$ cat src/rtl/fmt_pkg.sv
package fmt_pkg;
    localparam int WORD_W = 32;
    localparam int EVT_W  = 16;
    localparam int BST_W  = 8;
    localparam int ERR_W  = 8;
    localparam int RSV_W  = WORD_W - EVT_W - BST_W;
    localparam int CNT_W  = WORD_W - ERR_W;

    typedef enum logic [2:0] {
        S_IDLE, S_HDR1, S_HDR2, S_PAY, S_TRL1, S_TRL2, S_SUM1, S_SUM2
    } fst_t;

    typedef struct packed {
        logic [EVT_W-1:0] evt;
        logic [BST_W-1:0] bst;
        logic [RSV_W-1:0] rsv;
    } hdr_t;

    typedef struct packed {
        logic [ERR_W-1:0] err;
        logic [CNT_W-1:0] cnt;
    } trl_t;

    function automatic hdr_t pack_hdr(logic [EVT_W-1:0] e, logic [BST_W-1:0] b);
        hdr_t h;
        h.evt = e;
        h.bst = b;
        h.rsv = '0;
        return h;
    endfunction

    function automatic trl_t pack_trl(logic [ERR_W-1:0] e, logic [CNT_W-1:0] c);
        trl_t t;
        t.err = e;
        t.cnt = c;
        return t;
    endfunction

    function automatic logic in_event(fst_t s);
        return (s == S_HDR1) || (s == S_HDR2) || (s == S_PAY) ||
               (s == S_TRL1) || (s == S_TRL2);
    endfunction
endpackage

$ cat src/rtl/fmt_counters.sv
module fmt_counters
    import fmt_pkg::*;
(
    input  logic                clk,
    input  logic                rst,
    input  logic                burst_start,
    input  logic                burst_end,
    input  logic                word_acc,
    input  logic                pay_acc,
    input  logic                evt_done,
    input  logic                sum_done,
    input  logic                busy,
    input  logic                err_en,
    input  logic [ERR_W-1:0]    err_in,
    output logic                burst_act,
    output logic                sum_pend,
    output logic [EVT_W-1:0]    evt_cnt,
    output logic [BST_W-1:0]    bst_cnt,
    output logic [CNT_W-1:0]    pay_cnt,
    output logic [ERR_W-1:0]    err_acc,
    output logic [WORD_W-1:0]   tot_cnt,
    output logic [WORD_W-1:0]   rt_cnt
);
    // burst window and summary request
    always_ff @(posedge clk) begin
        if (rst) begin
            burst_act <= 1'b0;
            sum_pend  <= 1'b0;
        end else begin
            if (burst_start)    burst_act <= 1'b1;
            else if (burst_end) burst_act <= 1'b0;
            if (burst_end)      sum_pend  <= 1'b1;
            else if (sum_done)  sum_pend  <= 1'b0;
        end
    end

    // event and burst numbering
    always_ff @(posedge clk) begin
        if (rst) begin
            evt_cnt <= '0;
            bst_cnt <= '0;
        end else if (burst_start) begin
            evt_cnt <= '0;
            bst_cnt <= bst_cnt + 1'b1;
        end else if (evt_done) begin
            evt_cnt <= evt_cnt + 1'b1;
        end
    end

    // per-event payload length and error flags
    always_ff @(posedge clk) begin
        if (rst) begin
            pay_cnt <= '0;
            err_acc <= '0;
        end else begin
            if (evt_done)     pay_cnt <= '0;
            else if (pay_acc) pay_cnt <= pay_cnt + 1'b1;
            if (evt_done)     err_acc <= '0;
            else if (err_en)  err_acc <= err_acc | err_in;
        end
    end

    // per-burst totals
    always_ff @(posedge clk) begin
        if (rst) begin
            tot_cnt <= '0;
            rt_cnt  <= '0;
        end else begin
            if (burst_start)   tot_cnt <= '0;
            else if (word_acc) tot_cnt <= tot_cnt + 1'b1;
            if (burst_end)             rt_cnt <= '0;
            else if (sum_pend && busy) rt_cnt <= rt_cnt + 1'b1;
        end
    end

    AST_PAY_NONZERO: assert property (@(posedge clk) disable iff (rst)
        evt_done |-> (pay_cnt != '0));
    AST_ERR_CLEARED: assert property (@(posedge clk) disable iff (rst)
        evt_done |=> (err_acc == '0));
    AST_RT_FROZEN: assert property (@(posedge clk) disable iff (rst)
        (sum_pend && !busy && !burst_end) |=> $stable(rt_cnt));
endmodule

$ cat src/rtl/fmt_seq.sv
module fmt_seq
    import fmt_pkg::*;
#(
    parameter logic [WORD_W-1:0] MARKER = 32'hFEED_FACE
) (
    input  logic                clk,
    input  logic                rst,
    input  logic                trig,
    input  logic [WORD_W-1:0]   trig_time,
    input  logic                in_valid,
    input  logic [WORD_W-1:0]   in_data,
    input  logic                in_last,
    input  logic                out_ready,
    input  logic                burst_act,
    input  logic                sum_pend,
    input  logic [EVT_W-1:0]    evt_cnt,
    input  logic [BST_W-1:0]    bst_cnt,
    input  logic [CNT_W-1:0]    pay_cnt,
    input  logic [ERR_W-1:0]    err_acc,
    input  logic [WORD_W-1:0]   tot_cnt,
    input  logic [WORD_W-1:0]   rt_cnt,
    output logic                in_ready,
    output logic                out_valid,
    output logic [WORD_W-1:0]   out_data,
    output logic                word_acc,
    output logic                pay_acc,
    output logic                evt_done,
    output logic                sum_done,
    output logic                busy,
    output logic                err_en
);
    fst_t              state, nxt;
    hdr_t              hdr_q;
    logic [WORD_W-1:0] ts_q;
    logic              fire;

    assign in_ready = (state == S_PAY) && out_ready;
    assign pay_acc  = in_valid && in_ready;
    assign fire     = out_valid && out_ready;
    assign busy     = in_event(state);
    assign err_en   = busy && (state != S_TRL2);
    assign word_acc = fire && busy;
    assign evt_done = fire && (state == S_TRL2);
    assign sum_done = fire && (state == S_SUM2);

    always_comb begin
        out_valid = 1'b1;
        out_data  = '0;
        unique case (state)
            S_IDLE: out_valid = 1'b0;
            S_HDR1: out_data  = hdr_q;
            S_HDR2: out_data  = ts_q;
            S_PAY: begin
                out_valid = in_valid;
                out_data  = in_data;
            end
            S_TRL1: out_data  = MARKER;
            S_TRL2: out_data  = pack_trl(err_acc, pay_cnt);
            S_SUM1: out_data  = tot_cnt;
            S_SUM2: out_data  = rt_cnt;
            default: out_valid = 1'b0;
        endcase
    end

    always_comb begin
        nxt = state;
        unique case (state)
            S_IDLE: begin
                if (sum_pend)              nxt = S_SUM1;
                else if (trig && burst_act) nxt = S_HDR1;
            end
            S_HDR1: if (fire) nxt = S_HDR2;
            S_HDR2: if (fire) nxt = S_PAY;
            S_PAY:  if (pay_acc && in_last) nxt = S_TRL1;
            S_TRL1: if (fire) nxt = S_TRL2;
            S_TRL2: if (fire) nxt = S_IDLE;
            S_SUM1: if (fire) nxt = S_SUM2;
            S_SUM2: if (fire) nxt = S_IDLE;
            default: nxt = S_IDLE;
        endcase
    end

    always_ff @(posedge clk) begin
        if (rst) begin
            state <= S_IDLE;
            hdr_q <= '0;
            ts_q  <= '0;
        end else begin
            state <= nxt;
            if (state == S_IDLE && nxt == S_HDR1) begin
                hdr_q <= pack_hdr(evt_cnt, bst_cnt);
                ts_q  <= trig_time;
            end
        end
    end

    AST_STALL_HOLD: assert property (@(posedge clk) disable iff (rst)
        (out_valid && !out_ready && state != S_PAY) |=> (out_valid && $stable(out_data)));
    AST_TRIG_GATED: assert property (@(posedge clk) disable iff (rst)
        ($past(state) == S_IDLE && state == S_HDR1) |-> $past(burst_act));
    AST_SUM_REQ: assert property (@(posedge clk) disable iff (rst)
        (state == S_SUM1 || state == S_SUM2) |-> sum_pend);
endmodule

$ cat src/rtl/evt_formatter.sv
module evt_formatter
    import fmt_pkg::*;
#(
    parameter logic [WORD_W-1:0] MARKER = 32'hFEED_FACE
) (
    input  logic                clk,
    input  logic                rst,
    input  logic                burst_start,
    input  logic                burst_end,
    input  logic                trig,
    input  logic [WORD_W-1:0]   trig_time,
    input  logic [ERR_W-1:0]    err_in,
    input  logic                in_valid,
    input  logic [WORD_W-1:0]   in_data,
    input  logic                in_last,
    output logic                in_ready,
    output logic                out_valid,
    output logic [WORD_W-1:0]   out_data,
    input  logic                out_ready
);
    logic              burst_act, sum_pend;
    logic [EVT_W-1:0]  evt_cnt;
    logic [BST_W-1:0]  bst_cnt;
    logic [CNT_W-1:0]  pay_cnt;
    logic [ERR_W-1:0]  err_acc;
    logic [WORD_W-1:0] tot_cnt, rt_cnt;
    logic              word_acc, pay_acc, evt_done, sum_done, busy, err_en;

    fmt_counters u_cnt (
        .clk(clk), .rst(rst),
        .burst_start(burst_start), .burst_end(burst_end),
        .word_acc(word_acc), .pay_acc(pay_acc), .evt_done(evt_done),
        .sum_done(sum_done), .busy(busy), .err_en(err_en), .err_in(err_in),
        .burst_act(burst_act), .sum_pend(sum_pend),
        .evt_cnt(evt_cnt), .bst_cnt(bst_cnt), .pay_cnt(pay_cnt),
        .err_acc(err_acc), .tot_cnt(tot_cnt), .rt_cnt(rt_cnt)
    );

    fmt_seq #(.MARKER(MARKER)) u_seq (
        .clk(clk), .rst(rst),
        .trig(trig), .trig_time(trig_time),
        .in_valid(in_valid), .in_data(in_data), .in_last(in_last),
        .out_ready(out_ready),
        .burst_act(burst_act), .sum_pend(sum_pend),
        .evt_cnt(evt_cnt), .bst_cnt(bst_cnt), .pay_cnt(pay_cnt),
        .err_acc(err_acc), .tot_cnt(tot_cnt), .rt_cnt(rt_cnt),
        .in_ready(in_ready), .out_valid(out_valid), .out_data(out_data),
        .word_acc(word_acc), .pay_acc(pay_acc), .evt_done(evt_done),
        .sum_done(sum_done), .busy(busy), .err_en(err_en)
    );

    AST_HDR_NEEDS_BURST: assert property (@(posedge clk) disable iff (rst)
        $rose(busy) |-> $past(burst_act));
endmodule

$ cat config.mk
export PLATFORM = sky130hd
export DESIGN_NAME = evt_formatter
export DESIGN_NICKNAME = d
export VERILOG_FILES = /design/src/rtl/fmt_pkg.sv /design/src/rtl/fmt_counters.sv /design/src/rtl/fmt_seq.sv /design/src/rtl/evt_formatter.sv
export SDC_FILE = /design/constraint.sdc
export NUM_CORES = 1
export LEC_CHECK = 0
export ABC_AREA = 1
export BUFFER_PORTS_ARGS = -buffer_cell sky130_fd_sc_hd__buf_4
export CAP_MARGIN = 15
export CORE_MARGIN = 1
export CORE_UTILIZATION = 45
export DETAILED_ROUTE_END_ITERATION = 12
export PLACE_DENSITY = 0.65
export SYNTH_ARGS = -nofsm -noshare
export SYNTH_HDL_FRONTEND = slang
export SYNTH_SLANG_ARGS = --single-unit
$ cat constraint.sdc
create_clock -name clk -period 3 [get_ports clk]
set_input_delay 0.6 -clock clk [delete_from_list [all_inputs] [get_ports clk]]
set_output_delay 0.6 -clock clk [all_outputs]
set_load 0.02 [all_outputs]
==> run metrics, run 1 <==
status=complete, no violations; power share of the clock group=0.306; Sequential Power Share=0.386; RD Place Congestion=approximately 0.97; clk buf depth=2; CTS Hold Buffers Added=0; Multi-input gate area=between 0.005 and 0.006 sq mm; Port Buffers=about 110; most frequent cells in the layout=539 x nand2_1, 298 x nor2_1, 180 x dfxtp_1, 158 x a21oi_1, 137 x buf_4; initial antenna violation count=0; first-pass GRT wire length=54280 um; combinational cell fraction of total power=0.308; Avg Cell Area, Syn=a little over 6 sq um; H-tree Lvls=4; most common cell after layout, fill and taps aside=nand2_1; TritonCTS clock tree=done; initial DRC count=749; Vias=about 11000; # IOs=between 100 and 150; Vias/cell=approximately 5.4; grt ovf=0; Startpoint Class=register; # setup viols final=0; grt met3 use=0.06856; relative slew slack=0.6019; gr busiest metal=met2; RSZ-0062 raised after global routing=no; CP max-delay cell=dfxtp_1; Clock Tree Root=clkbuf_16; Post-Syn Nets=approximately 1700; Worst-path clk slew=0.07 ns; switch share=0.3762; Pint=between 4000 and 5000 uW; share of cells above drive strength 1=0.1112; dpl hpwl=about 28000 um; CP peak stage delay=roughly 0.49 ns; Final Non-Filler Cells=around 2000; Row Count=54; Worst EP required=~2.4 ns; Starting Density=0.4601; worst skew pair latency=0.45 ns; Total Wirelength=roughly 36000 um; Cells after Synth=between 1500 and 2000; Crit. End Element=primary output; CP Class=register to primary output; VDD IR max=0.3379 mV; CP max FO=13; Reg area=0.003625 sq mm; routing usage on met1=0.4072; YS warnings=0; ANT nets after route=0; endpoints failing hold=0; Leak Pwr=around 0.0043 uW; Setup TNS Final=0 ns; WP buf/inv=3; Fin Clk Skew=approximately 0.012 ns; Max-Cap Viols=0; sequential fraction of the synthesis area=0.3598; diode count=0; Die W=151.6 um; total track usage=0.3171; Critical Path AT=around 2.3 ns; CP Cell Sequence=nand3_1 -> inv_1 -> buf_4 -> a22oi_1 -> nand3_1 -> buf_4; WL/cell=roughly 18 um; number of global-route vias before repair=roughly 9800; pwr/cell area=between 600 and 700 mW/mm^2; clock buffer count from CTS=17; post-CTS sizing=0; clk sinks=about 180; P_sw=2833 uW; nets=between 1500 and 2000; postcts setup bufs=0; Slew @ Worst Pin=a little under 0.6 ns; Slew Limit Fails=0; final worst-path cycle share=0.9675; GR Layer Usage met2=0.5169; Post-Syn Area=just over 0.01 sq mm; worst hold path class=primary input to register; detailed-route DRC error count=0; number of fill cells=between 2000 and 2500; Fmax=0.3445 GHz; Netlist cell types=35; CP delay by family, top=buffers and inverters; Placed Cells=approximately 2000; area grow syn2layout=17.42%; core footprint=0.02189 sq mm; Die Ht=about 150 um; drt first pass iters=5; largest net degree at the start of global routing=64; die area=around 0.023 sq mm; register bit total from synthesis=181; Tmin final=approximately 2.9 ns
==> per-layer routing <==
metal | vias up | part of all wire
met2 | 365 | 0.46
met1 | 5003 | 0.43
met5 | - | 0
li1 | 5484 | -
met4 | 0 | 0.032
met3 | 68 | 0.078
==> worst register-to-register path, stage by stage (launching register included) <==
cell and delay [ns]:
dfxtp_1 0.49, nand3_2 0.27, inv_2 0.50, nand2_2 0.25, nand2_1 0.18, buf_4 0.31
a21oi_1 0.10
==> cell type report <==
type                    instances  area share
clock inverters                12     0.01196
clock buffers                  20     0.03862
repair buffers                140     0.09204
flip-flops and latches        181      0.3065
well taps                     280     0.02962
multi-input cells            1284      0.4869
inverters                     108     0.03438
==> through the flow <==
step | worst slack (ns) | cell area (sq um) | hold WS, ns | util | power, uW
global placement | 0.5613 | 11230 | 0.4562 | 0.5129 | 5239
CTS | 0.01080 | 11830 | 0.3946 | 0.5402 | 7532
detailed placement | 0.4930 | 11230 | 0.4646 | 0.5129 | 5255
finish | 0.09742 | 11830 | 0.3959 | 0.5402 | 7529
global route | 0.008304 | 11830 | 0.4063 | 0.5402 | 7890
floorplan | 1.014 | 10070 | 0.4462 | - | 4343
==> kinds of logic (layout without fill, tap and decap cells) <==
family          after synthesis  in the layout  share of synthesized area
compound gates              287            287                     0.1539
xor+xnor                     34             34                    0.02957
fa+ha+maj                     5              5                   0.006211
buf+inv                     170            280                    0.06919
flops                       181            181                     0.3598
simple gates                958            958                     0.3814
==> registers in the layout (all words and copies together), names as in the netlist <==
signal           count
u_cnt.pay_cnt       24
u_cnt.tot_cnt       32
u_seq.hdr_q         24
u_seq.ts_q          32
u_cnt.err_acc        8
u_cnt.sum_pend       1
u_cnt.burst_act      1
u_cnt.evt_cnt       16
u_cnt.rt_cnt        32
u_cnt.bst_cnt        8
u_seq.state          3
==> final timing paths <==
check / end / start / cells after the start / slack, ns
worst min-delay path: u_cnt.err_acc[3] / err_in[3] / 3 / 0.40
worst max-delay path: out_data[4] / u_seq.state[0] / 6 / 0.1
worst max register to register: u_cnt.pay_cnt[20] / u_seq.state[0] / 6 / 0.78
worst min register to register: u_seq.hdr_q[15] / u_cnt.bst_cnt[7] / 2 / 0.47
==> cells in the mapped netlist, drive strengths merged <==
cell	number	area [sq um]
nand3	68	355.3
clkbuf	37	138.9
nand4	27	168.9
nor3b	3	22.52
nor2	302	1154
o21ai	80	400.4
a22oi	30	225.2
nor3	14	86.34
clkinv	4	16.26
o211ai	2	15.01
o22ai	9	56.30
buf	25	151.4
dfxtp	181	3623
o2111ai	2	17.52
nand2	544	2054
o31ai	2	15.01
ha	5	62.56
a211oi	2	15.01
a221oi	1	8.760
a31oi	1	6.260
xor2	27	236.5
xnor2	7	61.31
a21oi	158	790.8
inv	104	390.4
==> power groups by stage <==
stage / Combinational, uW / Sequential, uW / Clock, uW
2_1_floorplan: 1510 / 2840 / 0
3_3_place_gp: 2290 / 2950 / 0
3_5_place_dp: 2310 / 2950 / 0
4_1_cts: 2310 / 2900 / 2320
5_1_grt: 2520 / 2940 / 2430
6_report: 2320 / 2910 / 2300
Note: power is estimated with default switching activity, not from simulation.
==> run 2, diff against run 1 <==
- CAP_MARGIN: 15 -> not set
- CORE_MARGIN: 1 -> 2
- clock period: 3 -> 2.8 ns (I/O delays scaled with it)
==> run 2 against run 1 <==
Compared with the run above:
- setup slack better by 0.020 ns
- routed wire length is 2.5% lower
- critical path type unchanged
- clock power is 10% higher
- largest power group unchanged
- sequential share of layout area hardly changed
- die area is 2.7% higher
- count of clock-buffer cells in the layout is 2 lower
- final area is 0.21% higher
- critical path depth is 2 higher
- total power is 7.9% higher
- clock skew is 0.0015 ns lower
==> run metrics, run 2 (synthesized netlist as in run 1, its figures left out) <==
status=complete, no violations; Final Cell Area=around 0.012 sq mm; die area=~0.024 sq mm; Largest regs=u_cnt.rt_cnt x32, u_cnt.tot_cnt x32, u_seq.ts_q x32; TritonCTS clock tree=done; Critical Path AT=~2.1 ns; Startpoint Class=register; Leak Pwr=0.004325 uW; Max-Cap Viols=0; Area after DPL=0.01122 sq mm; Clock Tree Root=clkbuf_16; most frequent cells in the layout=539 x nand2_1, 298 x nor2_1, 178 x dfxtp_1, 158 x a21oi_1, 139 x buf_4; Port Buffers=between 100 and 150; core footprint=0.02189 sq mm; CP peak stage delay=0.39 ns; detailed-route DRC error count=0; Worst-path clk slew=~0.08 ns; Placed Cells=approximately 2000; Die Ht=153.6 um; RSZ-0062 raised after global routing=no; initial antenna violation count=0; initial DRC count=between 1000 and 1500; postcts setup bufs=0; first-pass GRT wire length=around 55000 um; drt first pass iters=5; Vias=10910; pre-CTS setup slack=approximately 0.38 ns; number of global-route vias before repair=9864; total track usage=0.2940; diode count=0; Fin Clk Skew=between 0.01 and 0.015 ns; clk sinks=181; worst skew pair latency=between 0.4 and 0.5 ns; final worst-path cycle share=0.9582; Die W=153.6 um; H-tree Lvls=4; Vias/cell=5.381; CP Class=register to primary output; Total Wirelength=around 35000 um; dpl hpwl=approximately 27000 um; ANT nets after route=0; number of fill cells=about 2300; smallest hold slack=about 0.36 ns; # IOs=approximately 110; final worst slack=between 0.1 and 0.15 ns; Fmax=roughly 0.37 GHz; Worst EP required=2.24 ns; WL/cell=roughly 17 um; share of cells above drive strength 1=0.1151; RD Place Congestion=1.008; Slew Limit Fails=0; clk buf depth=2; Row Count=54; Setup TNS Final=0 ns; largest net degree at the start of global routing=45; Final Non-Filler Cells=2027; area grow syn2layout=17.66%; Starting Density=0.4601; endpoints failing hold=0; VDD IR max=0.3762 mV; # setup viols final=0; CP Cell Sequence=inv_2 -> nor2_1 -> nand2_1 -> buf_4 -> o21ai_0 -> a21oi_1 -> nand3_1 -> buf_4; relative slew slack=0.5877; most frequent CP cell=buf_4; pwr/cell area=685.3 mW/mm^2; clock buffer count from CTS=17; Slew @ Worst Pin=approximately 0.6 ns; grt ovf=0; CP max FO=11; most common cell after layout, fill and taps aside=nand2_1; worst hold path class=primary input to register; Tmin final=2.683 ns; CP max-delay cell=dfxtp_2; Crit. End Element=primary output; nets=1819
-- run 2: per-layer routing --
metal / global-route usage / share of wire / up-vias
li1: - / - / 5477
met3: 0.03749 / 0.053 / 57
met1: 0.3996 / 0.45 / 5008
met2: 0.4883 / 0.47 / 366
met5: 0 / 0 / -
met4: 0.09000 / 0.026 / 0
-- run 2: path summary, 6_finish.rpt --
kind	end	slack, ns	start	cells past startpoint
worst min-delay path	u_cnt.err_acc[7]	0.36	err_in[7]	3
worst max register to register	u_cnt.rt_cnt[20]	0.65	u_cnt.rt_cnt[0]	10
worst max-delay path	out_data[20]	0.12	u_seq.state[1]	8
worst min register to register	u_seq.hdr_q[15]	0.47	u_cnt.bst_cnt[7]	2
-- run 2: power breakdown --
part | switching (uW) | internal (uW)
Combinational | 1620 | 854
Sequential | 239 | 2870
Clock | 1180 | 1360
-- run 2: timing repair --
| action | CTS | global route |
|---|---|---|
| hold buffers | 0 | 0 |
| cloned | 0 | 0 |
| gates resized for setup | 3 | 4 |
| setup endpoints to repair | 10 | 12 |
-- run 2: cell type report --
type | count | area, sq um | share of cell area
multi-input cells | 1284 | 5757 | 0.4857
flip-flops and latches | 181 | 3627 | 0.3061
repair buffers | 142 | 1095 | 0.09238
clock buffers | 18 | 429.2 | 0.03621
inverters | 108 | 406.6 | 0.03431
well taps | 280 | 350.3 | 0.02956
clock inverters | 14 | 186.4 | 0.01573
-- run 2: per-stage QoR --
step,util,total power (uW)
3_3_place_gp,0.5127,5593
4_1_cts,0.5409,8128
5_1_grt,0.5414,8512
2_1_floorplan,-,4654
6_report,0.5414,8121
3_5_place_dp,0.5127,5598
-- run 2: critical path, delay by kind of cell, from the launching register on --
family | cells | cell delay [ns]
buf+inv | 3 | 0.41
simple gates | 3 | 0.42
compound gates | 2 | 0.47
flops | 1 | 0.39
